**src/rtl/ssx_pkg.sv**
```systemverilog
package ssx_pkg;
   typedef enum logic [1:0] {
      SRC_FAST = 2'd0,
      SRC_MID  = 2'd1,
      SRC_SLOW = 2'd2,
      SRC_ALT  = 2'd3
   } ssx_src_e;
endpackage

```
**src/rtl/ssx_sync.sv**
```systemverilog
module ssx_sync #(
   parameter int W = 3,
   parameter int STAGES = 2,
   parameter logic [W-1:0] RST_VAL = '1
) (
   input  logic         clk,
   input  logic         rst_n,
   input  logic [W-1:0] d,
   output logic [W-1:0] q
);
   localparam int CHAIN_W = W * STAGES;

   initial assert (STAGES >= 2) else $fatal(1, "ssx_sync needs two or more stages");

   logic [CHAIN_W-1:0] chain;

   always_ff @(posedge clk or negedge rst_n) begin
      if (!rst_n) chain <= {STAGES{RST_VAL}};
      else        chain <= {chain[CHAIN_W-W-1:0], d};
   end

   assign q = chain[CHAIN_W-1 -: W];
endmodule

```
**src/rtl/ssx_baud.sv**
```systemverilog
module ssx_baud
   import ssx_pkg::*;
#(
   parameter int DIV_W = 8,
   parameter int PRE_MID = 8,
   parameter int PRE_HI = 32
) (
   input  logic             clk,
   input  logic             rst_n,
   input  logic             run,
   input  ssx_src_e         src,
   input  logic [DIV_W-1:0] div,
   output logic             tick
);
   localparam int PW = (PRE_HI > 1) ? $clog2(PRE_HI) : 1;

   initial assert (PRE_HI >= PRE_MID && PRE_MID >= 1) else $fatal(1, "ssx_baud prescaler order");

   logic [PW-1:0]    pre_cnt, pre_lim;
   logic [DIV_W-1:0] div_cnt;
   logic             pre_tick;

   always_comb begin
      case (src)
         SRC_FAST: pre_lim = '0;
         SRC_MID:  pre_lim = PW'(PRE_MID - 1);
         default:  pre_lim = PW'(PRE_HI - 1);
      endcase
   end

   assign pre_tick = run && (pre_cnt == pre_lim);
   assign tick     = pre_tick && (div_cnt == div);

   always_ff @(posedge clk or negedge rst_n) begin
      if (!rst_n) begin
         pre_cnt <= '0;
         div_cnt <= '0;
      end else if (!run) begin
         pre_cnt <= '0;
         div_cnt <= '0;
      end else begin
         pre_cnt <= pre_tick ? '0 : pre_cnt + 1'b1;
         if (pre_tick) div_cnt <= tick ? '0 : div_cnt + 1'b1;
      end
   end

   // the divisor counter never passes the programmed limit while running
   assert_div_bound_R1: assert property (@(posedge clk) disable iff (!rst_n)
      run && $stable(div) && $past(run) |-> div_cnt <= div);
endmodule

```
**src/rtl/ssx_core.sv**
```systemverilog
module ssx_core #(
   parameter int DW = 8
) (
   input  logic          clk,
   input  logic          rst_n,
   input  logic          ext_mode,
   input  logic          tx_en,
   input  logic          rx_en,
   input  logic          wr_tx,
   input  logic [DW-1:0] wr_data,
   input  logic          rd_rx,
   input  logic          tx_irq_clr,
   input  logic          rx_irq_clr,
   input  logic          tick,
   input  logic          sclk_s,
   input  logic          cts_s,
   input  logic          rxd_s,
   output logic          run,
   output logic          sclk_out,
   output logic          txd,
   output logic          rts_n,
   output logic [DW-1:0] rx_data,
   output logic          tx_buf_empty,
   output logic          tx_reg_empty,
   output logic          rx_full,
   output logic          rx_overrun,
   output logic          tx_irq,
   output logic          rx_irq
);
   localparam int CW = $clog2(DW);

   initial assert (DW >= 2) else $fatal(1, "ssx_core frame too short");

   logic          buf_full, act, ph, sclk_q, txd_q, sclk_d, ovr_q, full_q;
   logic          tirq_q, rirq_q;
   logic [DW-1:0] tx_buf, tx_sh, rx_sh, rx_buf;
   logic [CW-1:0] bcnt;
   logic          line_ok, load, ev_fall, ev_rise, last;
   logic [DW-1:0] rx_next;

   assign line_ok = tx_en && !cts_s && (!ext_mode || sclk_s);
   assign ev_fall = act && (ext_mode ? (sclk_d && !sclk_s) : (tick && !ph));
   assign ev_rise = act && (ext_mode ? (!sclk_d && sclk_s) : (tick && ph));
   assign last    = ev_rise && (bcnt == CW'(DW - 1));
   assign load    = buf_full && line_ok && (!act || last);
   assign rx_next = {rxd_s, rx_sh[DW-1:1]};
   assign run     = act && !ext_mode;

   always_ff @(posedge clk or negedge rst_n) begin
      if (!rst_n) begin
         buf_full <= 1'b0;  act    <= 1'b0;  ph     <= 1'b0;
         sclk_q   <= 1'b1;  txd_q  <= 1'b1;  sclk_d <= 1'b1;
         ovr_q    <= 1'b0;  full_q <= 1'b0;  tirq_q <= 1'b0;
         rirq_q   <= 1'b0;  bcnt   <= '0;
         tx_buf   <= '0;    tx_sh  <= '0;    rx_sh  <= '0;   rx_buf <= '0;
      end else begin
         sclk_d <= sclk_s;
         if (ev_fall) begin
            sclk_q <= ext_mode;
            txd_q  <= tx_sh[0];
            ph     <= 1'b1;
         end
         if (ev_rise) begin
            sclk_q <= 1'b1;
            ph     <= 1'b0;
            tx_sh  <= tx_sh >> 1;
            rx_sh  <= rx_next;
            bcnt   <= bcnt + 1'b1;
         end
         if (tx_irq_clr) tirq_q <= 1'b0;
         if (rx_irq_clr) rirq_q <= 1'b0;
         if (rd_rx) begin
            full_q <= 1'b0;
            ovr_q  <= 1'b0;
         end
         if (last) begin
            act  <= 1'b0;
            bcnt <= '0;
            if (rx_en) begin
               rx_buf <= rx_next;
               full_q <= 1'b1;
               ovr_q  <= ovr_q && !rd_rx || full_q && !rd_rx;
               rirq_q <= 1'b1;
            end
         end
         if (load) begin
            tx_sh    <= tx_buf;
            buf_full <= 1'b0;
            act      <= 1'b1;
            ph       <= 1'b0;
            bcnt     <= '0;
            tirq_q   <= 1'b1;
         end
         if (wr_tx) begin
            tx_buf   <= wr_data;
            buf_full <= 1'b1;
         end
      end
   end

   assign sclk_out     = sclk_q;
   assign txd          = txd_q;
   assign rx_data      = rx_buf;
   assign tx_buf_empty = !buf_full;
   assign tx_reg_empty = !act;
   assign rx_full      = full_q;
   assign rx_overrun   = ovr_q;
   assign tx_irq       = tirq_q;
   assign rx_irq       = rirq_q;
   assign rts_n        = !(rx_en && tx_en && buf_full && !full_q && !act);

   assert_bitcount_R2: assert property (@(posedge clk) disable iff (!rst_n)
      act |-> bcnt <= CW'(DW - 1));
   assert_idle_high_R2: assert property (@(posedge clk) disable iff (!rst_n)
      tx_reg_empty |-> sclk_out);
   assert_write_fills_R3: assert property (@(posedge clk) disable iff (!rst_n)
      wr_tx |=> !tx_buf_empty);
   assert_start_gate_R5: assert property (@(posedge clk) disable iff (!rst_n)
      $fell(tx_reg_empty) |-> $past(tx_en && !cts_s));
   assert_ext_start_R7: assert property (@(posedge clk) disable iff (!rst_n)
      $fell(tx_reg_empty) && $past(ext_mode) |-> $past(sclk_s));
   assert_rx_request_R8: assert property (@(posedge clk) disable iff (!rst_n)
      $rose(rx_full) |-> rx_irq);
   assert_read_clears_R9: assert property (@(posedge clk) disable iff (!rst_n)
      rd_rx && !last |=> !rx_full && !rx_overrun);
   assert_overrun_R10: assert property (@(posedge clk) disable iff (!rst_n)
      $rose(rx_overrun) |-> rx_full);
endmodule

```
**src/rtl/sync_serial_xcvr.sv**
```systemverilog
module sync_serial_xcvr
   import ssx_pkg::*;
#(
   parameter int DATA_W = 8,
   parameter int DIV_W = 8,
   parameter int PRE_MID = 8,
   parameter int PRE_HI = 32,
   parameter int SYNC_STAGES = 2,
   parameter bit EXT_CLK_EN = 1'b1
) (
   input  logic              clk,
   input  logic              rst_n,
   input  logic              cfg_ext_clk,
   input  logic [1:0]        cfg_src,
   input  logic [DIV_W-1:0]  cfg_div,
   input  logic              tx_en,
   input  logic              rx_en,
   input  logic              wr_tx,
   input  logic [DATA_W-1:0] wr_data,
   input  logic              rd_rx,
   output logic [DATA_W-1:0] rx_data,
   input  logic              tx_irq_clr,
   input  logic              rx_irq_clr,
   output logic              tx_buf_empty,
   output logic              tx_reg_empty,
   output logic              rx_full,
   output logic              rx_overrun,
   output logic              tx_irq,
   output logic              rx_irq,
   input  logic              sclk_in,
   output logic              sclk_out,
   output logic              txd,
   input  logic              rxd,
   input  logic              cts_n,
   output logic              rts_n
);
   logic [2:0] pins_s;
   logic       ext_mode, tick, run;

   ssx_sync #(.W(3), .STAGES(SYNC_STAGES), .RST_VAL(3'b111)) u_sync (
      .clk(clk), .rst_n(rst_n), .d({sclk_in, cts_n, rxd}), .q(pins_s)
   );

   generate
      if (EXT_CLK_EN) begin : g_ext
         assign ext_mode = cfg_ext_clk;
      end else begin : g_int_only
         logic unused_ext;
         assign unused_ext = cfg_ext_clk;
         assign ext_mode   = 1'b0;
      end
   endgenerate

   ssx_baud #(.DIV_W(DIV_W), .PRE_MID(PRE_MID), .PRE_HI(PRE_HI)) u_baud (
      .clk(clk), .rst_n(rst_n), .run(run), .src(ssx_src_e'(cfg_src)),
      .div(cfg_div), .tick(tick)
   );

   ssx_core #(.DW(DATA_W)) u_core (
      .clk(clk), .rst_n(rst_n), .ext_mode(ext_mode), .tx_en(tx_en),
      .rx_en(rx_en), .wr_tx(wr_tx), .wr_data(wr_data), .rd_rx(rd_rx),
      .tx_irq_clr(tx_irq_clr), .rx_irq_clr(rx_irq_clr), .tick(tick),
      .sclk_s(pins_s[2]), .cts_s(pins_s[1]), .rxd_s(pins_s[0]), .run(run),
      .sclk_out(sclk_out), .txd(txd), .rts_n(rts_n), .rx_data(rx_data),
      .tx_buf_empty(tx_buf_empty), .tx_reg_empty(tx_reg_empty),
      .rx_full(rx_full), .rx_overrun(rx_overrun), .tx_irq(tx_irq),
      .rx_irq(rx_irq)
   );
endmodule

```
**config.mk**
```make
export PLATFORM = sky130hd
export DESIGN_NAME = sync_serial_xcvr
export DESIGN_NICKNAME = d
export VERILOG_FILES = /design/src/rtl/ssx_pkg.sv /design/src/rtl/ssx_sync.sv /design/src/rtl/ssx_baud.sv /design/src/rtl/ssx_core.sv /design/src/rtl/sync_serial_xcvr.sv
export SDC_FILE = /design/constraint.sdc
export NUM_CORES = 1
export LEC_CHECK = 0
export ABC_AREA = 1
export BUFFER_PORTS_ARGS = -buffer_cell sky130_fd_sc_hd__buf_2
export CAP_MARGIN = 40
export CORE_UTILIZATION = 50
export DETAILED_ROUTE_END_ITERATION = 8
export PLACE_DENSITY = 0.7
export SLEW_MARGIN = 10
export SYNTH_ARGS = -nofsm -noshare
export SYNTH_HDL_FRONTEND = slang
export SYNTH_SLANG_ARGS = --single-unit
```
**constraint.sdc**
```tcl
create_clock -name clk -period 2 [get_ports clk]
set_input_delay 0 -clock clk [delete_from_list [all_inputs] [get_ports clk]]
set_output_delay 0 -clock clk [all_outputs]
set_load 0.01 [all_outputs]
```
==> results.json, run 1 <==
{
  "synthDistinctLibCells": 31,
  "antenna_found_initial": 0,
  "clkTransAtPathRegs_ns": 0.07,
  "gp_congestion": 0.810,
  "maxCapViolations": 0,
  "synth-warning-count": 0,
  "synthArstFlopShare_pct": 100,
  "cts_root_buf": "clkbuf_8",
  "wl_per_cell_um": 12.1,
  "avgSynthCellArea_um2": 8.98,
  "area_growth_pct": 24.8,
  "required_ns": 2.23,
  "ctsHtreeMaxLevel": 3,
  "powerDensity_nw_per_um2": 985,
  "hold_viol": 0,
  "worstSkewPairLatency_ns": 0.33,
  "layout-drive-gt1-share_pct": 24.7,
  "ctsLongestPathBuffers": 2,
  "cts_setup_buffers": 0,
  "coreArea_um2": 5510,
  "syn_nets": 354,
  "min_from": "wr_tx",
  "cp-end-kind": "flop",
  "wirelength_mm": 5.67,
  "hpwl_mm": 3.78,
  "fin_cells": 468,
  "r2r_start": "u_baud.div_cnt[2]$_DFFE_PN0P_",
  "crit_type": "reg -> reg",
  "cts_tree": "yes",
  "grt_use_total_pct": 21.2,
  "viasPerCell": 4.89,
  "synth_area_leaders": "dfrtp_1 (47%), nand2_1 (12%), dfstp_2 (8.2%), inv_1 (5.1%), nand3_1 (4.7%)",
  "holdWs_ns": 0.0375,
  "synth_top_cells_by_count": "nand2_1 (91), dfrtp_1 (54), inv_1 (39)",
  "synth_top_area_cell": "dfrtp_1",
  "cts.sinks": 63,
  "vias": 2288,
  "synth_edf_count": 0,
  "leakage_nw": 1.85,
  "grt_max_degree": 37,
  "timing.final.crit_share_pct": 92.8,
  "ioPinCount": 47,
  "critPathMaxFanout": 22,
  "rows": 27,
  "fmax_mhz": 539,
  "dieArea_um2": 6050,
  "die_y_um": 77.8,
  "drt_iter0_markers": 105,
  "overflow": 0,
  "die-width_um": 77.8,
  "slew-limit-headroom_pct": 56.2,
  "final.setup.tns_ns": 0,
  "post-route-min-period_ns": 1.86,
  "dp.cells": 435,
  "slew_viol_final": 0,
  "setup_viol": 0,
  "startpoint": "u_baud.div_cnt[2]$_DFFE_PN0P_",
  "finalPower_mw": 3.53,
  "grt_pass1_vias": 2264,
  "cts_buffers": 9,
  "fin_skew_ns": 0.00635,
  "antenna_left": 0,
  "yosysMostFrequentCell": "nand2_1",
  "peakVddDrop_mv": 0.606,
  "synth-seq-cells": 63,
  "drc": 0,
  "synthCells": 320,
  "fin_nets": 425,
  "synth_top_area_share_pct": 47.0,
  "syn-cell-area_um2": 2870,
  "hp-class": "in -> reg",
  "cp.arrival_ns": 2.08,
  "synth_ff_type": "dfrtp_1",
  "critPathLaunchType": "flop",
  "antenna_cells": 0,
  "worstMarginPinSlew_ns": 0.657,
  "port_buffers": 46,
  "status": "complete, no violations",
  "seq_area_frac_synth_pct": 55.3,
  "grt_first_pass_wirelength_mm": 9.84,
  "start_util_pct": 52.2,
  "drt_pass1_iterations": 6
}
==> worst max-delay path, cell delays in order (launching register included) <==
cell	delay, ns
dfrtp_2	0.45
xor2_1	0.15
nor2_1	0.14
nand2_1	0.08
nor2_2	0.11
nand2_1	0.09
nand2_1	0.13
nand3_4	0.13
nand2_4	0.16
nand2_8	0.12
a21o_1	0.19
==> metrics by stage <==
stage / cell area (um2) / worst slack, ns / util, %
6_report: 3590 / 0.143 / 65.1
2_1_floorplan: 2870 / 0.302 / -
3_3_place_gp: 3190 / 0.0982 / 57.9
5_1_grt: 3590 / -0.0185 / 65.1
3_5_place_dp: 3190 / 0.0954 / 57.9
4_1_cts: 3550 / 0.0756 / 64.5
==> registers in the layout (all words and copies together) (netlist names), 3 cells and up <==
register        flops
u_baud.div_cnt      8
u_baud.pre_cnt      5
u_core.bcnt         3
u_core.rx_data      8
u_core.rx_sh        7
u_core.tx_buf       8
u_core.tx_sh        8
u_sync.chain        6
==> logic make-up (layout without fill, tap and decap cells) <==
logic type | Yosys count | count (layout) | synth area share (%)
xor gates and xnor gates | 13 | 13 | 3.96
buffers and inverters | 49 | 124 | 7.23
adders and majority gates | 4 | 4 | 1.74
muxes | 1 | 1 | 0.392
AOI/OAI and AO/OA | 38 | 38 | 8.75
and+or+nand+nor | 152 | 153 | 22.6
DFF | 63 | 63 | 55.3
==> cell usage in the layout, fill, tap and decap left out, drive strengths merged <==
cell type / n
xnor2: 3
o21ai: 28
dfstp: 9
nor3: 3
or4: 1
nor2: 25
buf: 51
xor2: 10
ha: 4
a21o: 1
mux2: 1
bufinv: 1
a22o: 1
dlygate4sd3: 16
nand3: 28
nand2: 94
inv: 41
o21bai: 1
o22ai: 3
a21oi: 3
dfrtp: 54
a2111oi: 1
nand4: 2
clkbuf: 12
clkinv: 3
==> cell type report <==
type / count / area [um2]
clock buffers: 12 / 155
clock inverters: 4 / 45.0
fillers: 468 / 1920
flip-flops and latches: 63 / 1590
well taps: 72 / 90.1
multi-input cells: 209 / 1110
repair buffers: 67 / 440
inverters: 41 / 156
==> power by group <==
group / internal (mW) / switching (mW)
Clock: 0.638 / 0.479
Combinational: 0.293 / 0.422
Sequential: 1.54 / 0.158
==> routing by layer <==
layer | global-route usage, % | up-vias | part of all wire, %
met1 | 25.7 | 1081 | 45
met4 | 8.49 | 0 | 1.5
met2 | 35.6 | 47 | 49
met5 | 0 | - | 0
met3 | 6.00 | 8 | 4.4
li1 | - | 1152 | -
==> final timing paths <==
kind / endpoint / slack, ns / cells after the start
min in group asynchronous: u_baud.div_cnt[6]$_DFFE_PN0P_ / 0.23 / 2
min: u_core.tx_buf[2]$_DFFE_PN0P_ / 0.04 / 3
max reg2reg: u_core.buf_full$_DFFE_PN0P_ / 0.14 / 10
max in group asynchronous: u_sync.chain[1]$_DFF_PN1_ / 1.10 / 3
max: u_core.buf_full$_DFFE_PN0P_ / 0.14 / 10
min reg2reg: u_sync.chain[4]$_DFF_PN1_ / 0.36 / 0
==> repair_timing <==
action / CTS / global route
endpoints found under the setup margin: 0 / 24
gates resized for setup: 0 / 10
endpoints found under the hold margin: 41 / 0
hold buffers: 16 / 0
Power figures use the tool's default switching activity.
==> run 2: changes to the inputs <==
CORE_UTILIZATION = 35   (was 50)
PLACE_DENSITY = 0.52   (was 0.7)
==> run 2 against run 1 <==
Maximum frequency increased by 3.7%. Critical path depth down 4. Setup slack improved by 0.066 ns. Critical path type unchanged. Highest routed layer unchanged.
==> results.json, run 2 (synthesis results as in run 1) <==
{
  "grt_use_total_pct": 15.3,
  "final_common_cell": "nand2_1",
  "final.setup.tns_ns": 0,
  "cts_buffers": 9,
  "cts.sinks": 63,
  "antenna_cells": 0,
  "die-width_um": 92.6,
  "hpwl_mm": 4.06,
  "maxCapViolations": 0,
  "critPathMaxFanout": 22,
  "powerDensity_nw_per_um2": 930,
  "critPathLaunchType": "flop",
  "drt_iter0_markers": 63,
  "post-route-min-period_ns": 1.79,
  "hold_viol": 0,
  "ctsLongestPathBuffers": 2,
  "die_y_um": 92.6,
  "wirelength_mm": 5.86,
  "cp.arrival_ns": 2.02,
  "vias": 2272,
  "rsz0062_at_grt": "no",
  "coreArea_um2": 7850,
  "fmax_mhz": 558,
  "port_buffers": 46,
  "crit_type": "reg -> reg",
  "timing.final.crit_share_pct": 89.5,
  "viasPerCell": 4.51,
  "fin_nets": 431,
  "pre_cts_slack_ns": 0.134,
  "grt_pass1_vias": 2143,
  "drc": 0,
  "required_ns": 2.23,
  "clkTransAtPathRegs_ns": 0.07,
  "rr_worst_depth": 6,
  "final_cell_mix": "nand2_1 (90), dfrtp_1 (54), buf_2 (46)",
  "rows": 32,
  "leakage_nw": 1.86,
  "antenna_left": 0,
  "antenna_found_initial": 0,
  "dp.cells": 470,
  "cts_tree": "yes",
  "layout-drive-gt1-share_pct": 25.4,
  "setup_viol": 0,
  "ctsHtreeMaxLevel": 3,
  "worstSkewPairLatency_ns": 0.34,
  "start_util_pct": 36.6,
  "multi_input_area_um2": 1110,
  "peakVddDrop_mv": 0.413,
  "overflow": 0,
  "fin_cells": 504,
  "dieArea_um2": 8570,
  "wl_per_cell_um": 11.6,
  "fin_skew_ns": 0.0112,
  "cts_root_buf": "clkbuf_8",
  "area_growth_pct": 26.7,
  "gp_congestion": 0.747,
  "drt_pass1_iterations": 4,
  "setup_ws_ns": 0.209,
  "grt_max_degree": 29,
  "slew_viol_final": 0,
  "hold_depth": 3,
  "worstMarginPinSlew_ns": 0.523,
  "hp-class": "in -> reg",
  "ioPinCount": 47,
  "fill_cells": 804,
  "cp-end-kind": "flop",
  "grt_first_pass_wirelength_mm": 9.94,
  "seq_area_um2": 1590,
  "status": "complete, no violations",
  "slew-limit-headroom_pct": 65.2
}
-- run 2: cell types whose count changed in the layout (fill, tap and decap cells not counted), sizes merged --
| cell | change |
|---|---|
| bufinv | -1 |
| clkinvlp | +3 |
| buf | +6 |
| clkinv | +1 |
| clkbuf | -3 |
-- run 2: worst paths after layout --
kind / start / endpoint / slack, ns
max in group asynchronous: rst_n / u_core.sclk_d$_DFF_PN1_ / 1.15
min in group asynchronous: rst_n / u_core.tx_sh[4]$_DFFE_PN0P_ / 0.17
setup reg to reg: u_core.act$_DFFE_PN0P_ / u_core.buf_full$_DFFE_PN0P_ / 0.21
hold reg to reg: u_sync.chain[0]$_DFF_PN1_ / u_sync.chain[3]$_DFF_PN1_ / 0.36
setup / recovery: u_core.act$_DFFE_PN0P_ / u_core.buf_full$_DFFE_PN0P_ / 0.21
hold / removal: wr_tx / u_core.tx_buf[0]$_DFFE_PN0P_ / 0.02
-- run 2: cell type report --
cell class                 count  area share, %
sequential                    63           43.6
multi-input combinational    209           30.4
timing repair buffer          73           13.3
inverter                      41           4.30
tap                          102           3.51
clock buffer                   9           3.40
clock inverter                 7           1.38
-- run 2: critical path, cell delays in order, from the launching register on --
cell and delay [ns]:
dfrtp_1 0.54, inv_2 0.10, a2111oi_4 0.41, nand3_4 0.16, nand2_4 0.15, nand2_8 0.12, a21o_1 0.20
-- run 2: what timing repair did --
action | in CTS | in global routing
gates resized for setup | 0 | 7
buffers inserted | 0 | 1
hold endpoints to repair | 35 | 0
hold buffers | 16 | 0
setup endpoints to repair | 0 | 24
-- run 2: metrics by stage --
stage / power, mW / util (%) / cell area, um2 / hold slack [ns]
6_report: 3.38 / 46.4 / 3640 / 0.0170
2_1_floorplan: 2.17 / - / 2870 / -0.296
4_1_cts: 3.43 / 45.9 / 3600 / 0.00241
3_5_place_dp: 2.41 / 41.6 / 3260 / 0.0138
3_3_place_gp: 2.39 / 41.6 / 3260 / 0.0197
5_1_grt: 3.64 / 46.4 / 3640 / 0.0494
-- run 2: per-layer routing --
layer	vias to the layer above	share of wire (%)	GRT usage (%)
li1	1174	-	-
met1	1043	49	20.4
met2	49	45	23.3
met3	6	4.5	4.02
met4	0	1.4	6.64
met5	-	0	0
-- run 2: report_power, final --
group | switching (mW) | total (mW) | internal, mW
clock network | 0.523 | 0.970 | 0.448
registers | 0.158 | 1.70 | 1.54
logic | 0.418 | 0.715 | 0.297
total | 1.10 | 3.38 | 2.29
==> run 3: changes to the inputs <==
--- a/config.mk
+++ b/config.mk
@@ -7,3 +7,2 @@
 export LEC_CHECK = 0
-export ABC_AREA = 1
 export BUFFER_PORTS_ARGS = -buffer_cell sky130_fd_sc_hd__buf_2
--- a/constraint.sdc
+++ b/constraint.sdc
@@ -3,2 +3,2 @@
 set_output_delay 0 -clock clk [all_outputs]
-set_load 0.01 [all_outputs]
+set_load 0.02 [all_outputs]
==> run 3 against run 2 <==
The flow now finishes with violations (setup timing). Combinational power is 5.6% lower. Routed wire length increased by 2.6%. Clock power is 23% higher. Synthesized cell count decreased by 32%. Register-to-register slack worse by 0.35 ns. First-iteration DRC count fell by 22%.
==> results.json, run 3 <==
{
  "layout-drive-gt1-share_pct": 49.7,
  "antenna_found_initial": 0,
  "coreArea_um2": 7810,
  "seq_area_frac_synth_pct": 55.5,
  "die_y_um": 92.4,
  "drc": 0,
  "fmax_mhz": 466,
  "final_cell_mix": "dfrtp_1 (54), buf_2 (46), mux2_2 (28)",
  "worstMarginPinSlew_ns": 0.547,
  "fin_skew_ns": 0.00602,
  "grt_pass1_vias": 2009,
  "fin_nets": 357,
  "slew-limit-headroom_pct": 63.6,
  "drt_pass1_iterations": 4,
  "wirelength_mm": 6.01,
  "antenna_left": 0,
  "yosysMostFrequentCell": "dfrtp_1",
  "critical_path.slowest_cell": "dfrtp_1",
  "overflow": 0,
  "syn-cell-area_um2": 2860,
  "synth_top_area_share_pct": 47.3,
  "cp-end-kind": "flop",
  "setup_ws_ns": -0.146,
  "viasPerCell": 4.72,
  "synth_area_leaders": "dfrtp_1 (47%), mux2_2 (12%), dfstp_2 (8.3%), xor2_1 (3.4%), mux2_1 (3.2%)",
  "leakage_nw": 1.99,
  "synth-seq-cells": 63,
  "crit_chain": "and4_1 -> o21a_1 -> o211ai_4 -> a21o_1 -> buf_12 -> mux2_2 -> mux2_2",
  "cts_buffers": 9,
  "wl_per_cell_um": 14.0,
  "post-route-min-period_ns": 2.15,
  "fill_cells": 723,
  "antenna_cells": 0,
  "r2r_start": "u_baud.pre_cnt[0]$_DFF_PN0_",
  "cts.sinks": 63,
  "worstSkewPairLatency_ns": 0.34,
  "die-width_um": 92.4,
  "cp.arrival_ns": 2.37,
  "status": "complete, but fails checks",
  "ctsLongestPathBuffers": 2,
  "drt_iter0_markers": 49,
  "timing.final.crit_share_pct": 107,
  "required_ns": 2.23,
  "synthDistinctLibCells": 47,
  "grt_use_total_pct": 15.5,
  "final_core_util_pct": 51.2,
  "critPathMaxStageDelay_ns": 0.41,
  "min_from": "wr_tx",
  "violations": "setup timing",
  "port_buffers": 46,
  "switching_share_pct": 26.1,
  "synth_top_cells_by_count": "dfrtp_1 (54), mux2_2 (30), nand2_1 (12), o21ai_0 (12), xor2_1 (11)",
  "synth-warning-count": 0,
  "holdWs_ns": 0.0416,
  "critPathMaxFanout": 9,
  "vias": 2030,
  "cts_root_buf": "clkbuf_8",
  "cp_top_family": "compound AO/OA/AOI/OAI gates",
  "pwr-share-comb_pct": 19.3,
  "startpoint": "u_baud.pre_cnt[0]$_DFF_PN0_",
  "ctsHtreeMaxLevel": 3,
  "timing.critical_path.mode_cell": "mux2_2",
  "syn_nets": 253,
  "final_common_cell": "dfrtp_1",
  "area_growth_pct": 39.9,
  "switchingPower_mw": 0.911,
  "r2r_setup_slack_ns": -0.15,
  "rsz0062_at_grt": "yes",
  "clkTransAtPathRegs_ns": 0.07,
  "intPower_mw": 2.58,
  "synthCells": 219,
  "peakVddDrop_mv": 0.454,
  "powerDensity_nw_per_um2": 873,
  "pre_cts_slack_ns": -0.160,
  "maxCapViolations": 0,
  "rows": 32,
  "hold_end": "u_core.buf_full$_DFFE_PN0P_",
  "grt_first_pass_wirelength_mm": 10.0,
  "dieArea_um2": 8530,
  "avgSynthCellArea_um2": 13.1,
  "ioPinCount": 47,
  "cts_tree": "yes",
  "critPathLaunchType": "flop",
  "synth_top_area_cell": "dfrtp_1",
  "synth_edf_count": 0,
  "power_frac_seq_pct": 46.7,
  "synthArstFlopShare_pct": 100,
  "synth_ff_type": "dfrtp_1",
  "hold_depth": 2,
  "start_util_pct": 36.6,
  "cp_num_buf_inv": 1,
  "grt_max_degree": 43,
  "hpwl_mm": 3.98,
  "crit_type": "reg -> reg",
  "setup_viol": 27,
  "rr_worst_depth": 7,
  "p_clk_share_pct": 34.0,
  "hold_viol": 0,
  "timing.rr.end": "u_core.tx_sh[1]$_DFFE_PN0P_",
  "finalPower_mw": 3.49,
  "hp-class": "in -> reg",
  "gp_congestion": 0.746,
  "slew_viol_final": 0
}
run 3: cell types whose count changed after synthesis, moves of 4 or more:
cell	previous run	this run
nor2b_1	0	4
mux2_1	0	8
mux2_2	1	30
nor2_1	24	7
nand2_1	91	12
o21ai_2	7	0
nand3_1	27	5
o21ai_1	10	0
inv_1	39	8
run 3: kinds of logic (layout without fill, tap and decap cells):
group / Yosys count / after routing / share of synthesized area [%]
and+or+nand+nor: 51 / 51 / 10.8
muxes: 40 / 40 / 16.0
buffers and inverters: 14 / 123 / 2.28
AOI/OAI and AO/OA: 33 / 33 / 9.37
xor gates and xnor gates: 14 / 14 / 4.29
adders and majority gates: 4 / 4 / 1.75
DFF: 63 / 63 / 55.5
run 3: area by class of cell:
cell class | count | area, um2 | share of cell area (%)
multi-input cells | 142 | 1290 | 32.2
clock inverters | 6 | 85.1 | 2.13
clock buffers | 10 | 128 | 3.19
repair buffers | 99 | 753 | 18.8
flip-flops and latches | 63 | 1590 | 39.7
inverters | 8 | 30.0 | 0.751
well taps | 102 | 128 | 3.19
run 3: layer usage:
layer / part of all wire [%] / up-vias / track usage, %
met2: 48 / 34 / 24.3
met4: 1.4 / 0 / 5.08
met3: 3.0 / 9 / 4.27
met1: 47 / 998 / 20.5
met5: 0 / - / 0
li1: - / 989 / -
run 3: worst max-delay path by stage:
stage | to | cells past startpoint
global route | u_core.rx_data[7]$_DFFE_PN0P_ | 6
global placement | u_core.rx_data[1]$_DFFE_PN0P_ | 6
floorplan | u_core.tx_sh[3]$_DFFE_PN0P_ | 7
CTS | u_core.rx_data[0]$_DFFE_PN0P_ | 6
detailed placement | u_core.tx_sh[1]$_DFFE_PN0P_ | 7
finish | u_core.tx_sh[1]$_DFFE_PN0P_ | 7
run 3: timing repair:
action	CTS	global route
pin swaps	4	1
hold endpoints to repair	35	0
setup buffers	4	2
setup endpoints to repair	24	32
cloned	2	0
resized for setup	20	9
hold buffers	16	0
run 3: per-stage QoR:
step,instance area [um2],TNS [ns],cells
floorplan,2880,-1.56,219
global placement,3450,-2.74,390
detailed placement,3450,-2.68,390
CTS,3960,-2.22,428
global route,4000,-5.52,430
finish,4000,-2.63,430
run 3: power by group through the flow:
stage | logic, mW | registers [mW] | clock network [mW]
CTS | 0.674 | 1.63 | 1.22
floorplan | 0.368 | 1.64 | 0
finish | 0.675 | 1.63 | 1.19
detailed placement | 0.591 | 1.64 | 0
global route | 0.747 | 1.66 | 1.28
global placement | 0.574 | 1.64 | 0
run 3: worst reg2reg max path: cells and delay by family (launching register included):
family,cells,cell delay (ns)
flops,1,0.41
compound gates,3,0.67
simple gates,1,0.22
mux,2,0.61
buf+inv,1,0.14
